`src/rtl/serial_alu_pkg.sv`:
```
package serial_alu_pkg;
  typedef enum logic [1:0] {
    OP_ADD    = 2'd0,
    OP_PASS_D = 2'd1,
    OP_PASS_A = 2'd2,
    OP_ZERO   = 2'd3
  } alu_op_e;
endpackage

```
`src/rtl/serial_alu_opreg.sv`:
```
module serial_alu_opreg
  import serial_alu_pkg::*;
(
  input  logic       clk,
  input  logic       rst_n,
  input  logic       op_wr,
  input  logic [1:0] op_sel,
  output alu_op_e    op_q
);
  always_ff @(posedge clk or negedge rst_n) begin
    if (!rst_n)     op_q <= OP_ADD;
    else if (op_wr) op_q <= alu_op_e'(op_sel);
  end

  AST_OP_HOLD: assert property (@(posedge clk) disable iff (!rst_n)
    !op_wr |=> $stable(op_q));
  AST_OP_LOAD: assert property (@(posedge clk) disable iff (!rst_n)
    op_wr |=> (op_q == alu_op_e'($past(op_sel))));
endmodule

```
`src/rtl/serial_alu_core.sv`:
```
module serial_alu_core
  import serial_alu_pkg::*;
#(
  parameter int WORD_BITS = 8,
  parameter bit USE_AND   = 1'b0
) (
  input  logic    clk,
  input  logic    rst_n,
  input  logic    fire,
  input  logic    frame_start,
  input  alu_op_e op,
  input  logic    a_bit,
  input  logic    d_bit,
  output logic    res_bit,
  output logic    zero_flag
);
  localparam int CNT_W = $clog2(WORD_BITS + 1);
  localparam logic [CNT_W-1:0] LAST = CNT_W'(WORD_BITS);

  logic             carry_q, zacc_q;
  logic [CNT_W-1:0] cnt_q, cnt_nx;
  logic             fresh, cin, zin, sum, cout, third;

  // Frame boundary: explicit pulse or a completed word
  assign fresh  = frame_start || (cnt_q == LAST);
  assign cin    = fresh ? 1'b0 : carry_q;
  assign zin    = fresh ? 1'b0 : zacc_q;
  assign sum    = a_bit ^ d_bit ^ cin;
  assign cout   = (a_bit & d_bit) | (cin & (a_bit ^ d_bit));
  assign cnt_nx = fresh ? CNT_W'(1) : cnt_q + CNT_W'(1);

  generate
    if (USE_AND) begin : g_and
      assign third = a_bit & d_bit;
    end else begin : g_pass
      assign third = a_bit;
    end
  endgenerate

  always_comb begin
    unique case (op)
      OP_ADD:    res_bit = sum;
      OP_PASS_D: res_bit = d_bit;
      OP_PASS_A: res_bit = third;
      default:   res_bit = zin | a_bit;
    endcase
  end

  always_ff @(posedge clk or negedge rst_n) begin
    if (!rst_n) begin
      carry_q   <= 1'b0;
      zacc_q    <= 1'b0;
      cnt_q     <= '0;
      zero_flag <= 1'b0;
    end else begin
      if (frame_start) begin
        carry_q   <= 1'b0;
        zacc_q    <= 1'b0;
        cnt_q     <= '0;
        zero_flag <= 1'b0;
      end
      if (fire) begin
        carry_q <= cout;
        zacc_q  <= zin | a_bit;
        cnt_q   <= cnt_nx;
        if (cnt_nx == LAST) zero_flag <= !(zin | a_bit);
      end
    end
  end

  AST_STATE_HOLD: assert property (@(posedge clk) disable iff (!rst_n)
    (!fire && !frame_start) |=> ($stable(carry_q) && $stable(zacc_q) && $stable(cnt_q)));
  AST_FRAME_CLEAR: assert property (@(posedge clk) disable iff (!rst_n)
    (frame_start && !fire) |=> (!carry_q && !zacc_q && cnt_q == '0 && !zero_flag));
  AST_CNT_RANGE: assert property (@(posedge clk) disable iff (!rst_n)
    cnt_q <= LAST);
  AST_FLAG_HOLD: assert property (@(posedge clk) disable iff (!rst_n)
    (!frame_start && !(fire && cnt_nx == LAST)) |=> $stable(zero_flag));
endmodule

```
`src/rtl/serial_alu_outreg.sv`:
```
module serial_alu_outreg (
  input  logic clk,
  input  logic rst_n,
  input  logic fire,
  input  logic res_bit,
  input  logic out_ready,
  output logic out_valid,
  output logic out_bit
);
  always_ff @(posedge clk or negedge rst_n) begin
    if (!rst_n) begin
      out_valid <= 1'b0;
      out_bit   <= 1'b0;
    end else if (fire) begin
      out_valid <= 1'b1;
      out_bit   <= res_bit;
    end else if (out_ready) begin
      out_valid <= 1'b0;
    end
  end

  AST_OUT_STALL: assert property (@(posedge clk) disable iff (!rst_n)
    (out_valid && !out_ready) |=> (out_valid && $stable(out_bit)));
  AST_OUT_FILL: assert property (@(posedge clk) disable iff (!rst_n)
    fire |=> out_valid);
endmodule

```
`src/rtl/serial_alu.sv`:
```
module serial_alu
  import serial_alu_pkg::*;
#(
  parameter int WORD_BITS = 8,
  parameter bit USE_AND   = 1'b0
) (
  input  logic       clk,
  input  logic       rst_n,
  input  logic       op_wr,
  input  logic [1:0] op_sel,
  input  logic       frame_start,
  input  logic       in_valid,
  output logic       in_ready,
  input  logic       acc_bit,
  input  logic       bus_bit,
  output logic       out_valid,
  input  logic       out_ready,
  output logic       out_bit,
  output logic       zero_flag
);
  alu_op_e op_q;
  logic    fire, res_bit;

  assign in_ready = !out_valid || out_ready;
  assign fire     = in_valid && in_ready;

  serial_alu_opreg u_opreg (
    .clk    (clk),
    .rst_n  (rst_n),
    .op_wr  (op_wr),
    .op_sel (op_sel),
    .op_q   (op_q)
  );

  serial_alu_core #(.WORD_BITS(WORD_BITS), .USE_AND(USE_AND)) u_core (
    .clk         (clk),
    .rst_n       (rst_n),
    .fire        (fire),
    .frame_start (frame_start),
    .op          (op_q),
    .a_bit       (acc_bit),
    .d_bit       (bus_bit),
    .res_bit     (res_bit),
    .zero_flag   (zero_flag)
  );

  serial_alu_outreg u_out (
    .clk       (clk),
    .rst_n     (rst_n),
    .fire      (fire),
    .res_bit   (res_bit),
    .out_ready (out_ready),
    .out_valid (out_valid),
    .out_bit   (out_bit)
  );

  AST_NO_TAKE_STALLED: assert property (@(posedge clk) disable iff (!rst_n)
    (out_valid && !out_ready && in_valid) |=> $stable(out_bit));
endmodule

```
`config.mk`:
```
export PLATFORM = sky130hd
export DESIGN_NAME = serial_alu
export DESIGN_NICKNAME = d
export VERILOG_FILES = /design/src/rtl/serial_alu_pkg.sv /design/src/rtl/serial_alu_opreg.sv /design/src/rtl/serial_alu_core.sv /design/src/rtl/serial_alu_outreg.sv /design/src/rtl/serial_alu.sv
export SDC_FILE = /design/constraint.sdc
export NUM_CORES = 1
export LEC_CHECK = 0
export ABC_AREA = 1
export BUFFER_PORTS_ARGS = -buffer_cell sky130_fd_sc_hd__buf_2
export CAP_MARGIN = 0
export CORE_AREA = 2 2 39 41
export DETAILED_ROUTE_END_ITERATION = 12
export DIE_AREA = 0 0 41 43
export HOLD_SLACK_MARGIN = 0.03
export PLACE_DENSITY_LB_ADDON = 0.2
export SETUP_SLACK_MARGIN = 0.3
export SYNTH_ARGS = -nofsm -noshare
export SYNTH_HDL_FRONTEND = slang
export SYNTH_SLANG_ARGS = --single-unit
```
`constraint.sdc`:
```
create_clock -name clk -period 5.1 [get_ports clk]
set_input_delay 0.51 -clock clk [delete_from_list [all_inputs] [get_ports clk]]
set_output_delay 0.51 -clock clk [all_outputs]
set_load 0.1 [all_outputs]
```
==> impl_metrics.ini <==
[timing]
worst_pin_slew_ns = 0.485
fin_setup_tns_ns = 0
skew_ns = 0.00225
fmaxAchievable_mhz = 547
maxSlewViolCount = 0
min_period_ns = 1.83
slew_headroom = 0.679
hold_viol_final = 0
setup_viol = 0
timing.final.crit_share = 0.358
rsz0062_at_grt = no

[floorplanning]
die_area_mm2 = 0.00176
chipHeight_um = 43
fp.dieW_um = 41
num_rows = 14
start_util = 0.470
core_mm2 = 0.00138
ios = 14

[critical_path]
worstSetupPathType = flop to flop
cp_max_fo = 5
worst_ep_required_time_ns = 5.26
reg2reg_setup_slack_ns = 3.27
critPathArrivalTime_ns = 1.99
end_kind = flop
critPathLaunchType = flop

[yosys]
post-synth-top-area-cell = dfrtp_1
synth_top_area_frac = 0.423
synth-seq-cells = 11
netlist_instances = 77
syn_area_per_cell_um2 = 8.45
synth.cell_area_um2 = 651
synth_nets = 90
ys_warn_count = 0
yosysUniqueCellTypes = 20
synth.area.top_cells = dfrtp_1 42%, nand2_1 8.7%, inv_1 7.5%
synth_edf_count = 0
synth_seq_area_share = 0.423
async_reset_ff_frac = 1.00
synthTopCellsByCount = 15 x nand2_1, 13 x inv_1, 11 x dfrtp_1, 6 x nand3_1, 5 x o21ai_0
synth-main-ff-cell = dfrtp_1
synthMostInstantiatedCell = nand2_1

[global_route]
overflow = 0
grt_pass1_vias = 511
grt_pass1_wl_um = 2130
antenna_found_initial = 0
grt_max_degree = 12
track_usage = 0.185

[run_status]
status = finished clean

[pwr]
leakage_nw = 0.392
ir_worst_vdd_mv = 0.151
power_mw = 0.217
power.density_mw_per_mm2 = 285

[detailed_routing]
drtIter0Drc = 11
drc = 0
ant_nets = 0
wl_per_cell_um = 11.2
wl_um = 1230
vias = 540
first_pass_iters = 4
vias_per_cell = 4.91

[clock_network]
clock-root-buffer = clkbuf_4
holdBufCountCts = 0
clk_pin_slew_ns = 0.07
clock_path_buffers = 2
cts_tree = yes
cts_inserted_buffers = 3
cts.sinks = 11
cts_max_level = 1
cts_resized = 0
cts_setup_buffers = 0
clock_latency_ns = 0.27

[place]
portBuffers = 13
placed_cells = 106
finalWeightedCongestion = 0.758
dp_hpwl_um = 981

[run]
maxCapViolations = 0

[layout]
fin_cells = 110
diodes = 0
drive_gt1_frac = 0.319
final_nets = 108
area_delta_synth_final_pct = 17.1

[hold_path]
hold_class = input port to asynchronous set/reset pin
-- per-layer routing --
layer  part of all wire  global-route usage
met1               0.46               0.226
met2               0.48               0.266
met3              0.041              0.0628
met4              0.020               0.120
met5                  0                   0
-- power by group --
| group | switching, mW | internal, mW |
|---|---|---|
| Sequential | 0.00600 | 0.0939 |
| Clock | 0.0300 | 0.0303 |
| Combinational | 0.0418 | 0.0155 |
-- worst paths after layout --
path	start	end	cells past startpoint
max in group asynchronous	rst_n	u_core.cnt_q[1]$_DFFE_PN0P_	1
worst min-delay path	rst_n	u_opreg.op_q[1]$_DFFE_PN0P_	1
worst max-delay path	u_core.cnt_q[0]$_DFFE_PN0P_	u_out.out_bit$_DFFE_PN0P_	8
worst max register to register	u_core.cnt_q[0]$_DFFE_PN0P_	u_out.out_bit$_DFFE_PN0P_	8
min in group clk	op_sel[0]	u_opreg.op_q[0]$_DFFE_PN0P_	3
worst min register to register	u_out.out_bit$_DFFE_PN0P_	u_out.out_bit$_DFFE_PN0P_	2
-- registers in the layout (all words and copies together) (netlist names) --
register	cells
u_core.cnt_q	4
u_opreg.op_q	2
u_core.carry_q	1
u_core.zacc_q	1
u_core.zero_flag	1
u_out.out_bit	1
u_out.out_valid	1
-- worst max-delay path: stages (launching register included) --
cell	delay, ns
dfrtp_1	0.43
inv_1	0.09
ha_1	0.24
nand3_4	0.11
nand3_1	0.09
fa_1	0.49
nor3_1	0.04
o21ai_0	0.15
o21ai_1	0.09
-- cell type report --
class | instances | area, um2
Fill cell | 132 | 622
Timing Repair Buffer | 13 | 65.1
Multi-Input combinational cell | 51 | 319
Sequential cell | 11 | 275
Clock buffer | 4 | 26.3
Inverter | 15 | 56.3
Tap cell | 16 | 20.0
-- cells by family after synthesis --
| logic type | share of synthesized area |
|---|---|
| and+or+nand+nor | 0.277 |
| AOI/OAI and AO/OA | 0.127 |
| buffers and inverters | 0.0865 |
| adders and majority gates | 0.0692 |
| muxes | 0.0173 |
| DFF | 0.423 |
-- cells in the final DEF, fill, tap and decap left out, drive strengths merged --
cell type / count
nand2: 19
inv: 15
buf: 13
dfrtp: 11
o21ai: 10
nand3: 9
clkbuf: 4
nor2: 4
o22ai: 2
ha: 2
nand4: 1
a21oi: 1
nor3: 1
mux2: 1
fa: 1
-- per-stage QoR --
stage / setup slack (ns) / util / instance area [um2] / hold WS, ns
detailed placement: 3.29 / 0.532 / 736 / 0.393
global route: 3.12 / 0.551 / 762 / 0.101
global placement: 3.34 / 0.532 / 736 / 0.393
CTS: 3.27 / 0.551 / 762 / 0.0992
finish: 3.27 / 0.551 / 762 / 0.0967
floorplan: 2.93 / - / 651 / 0.214
Note: power is estimated with default switching activity, not from simulation.
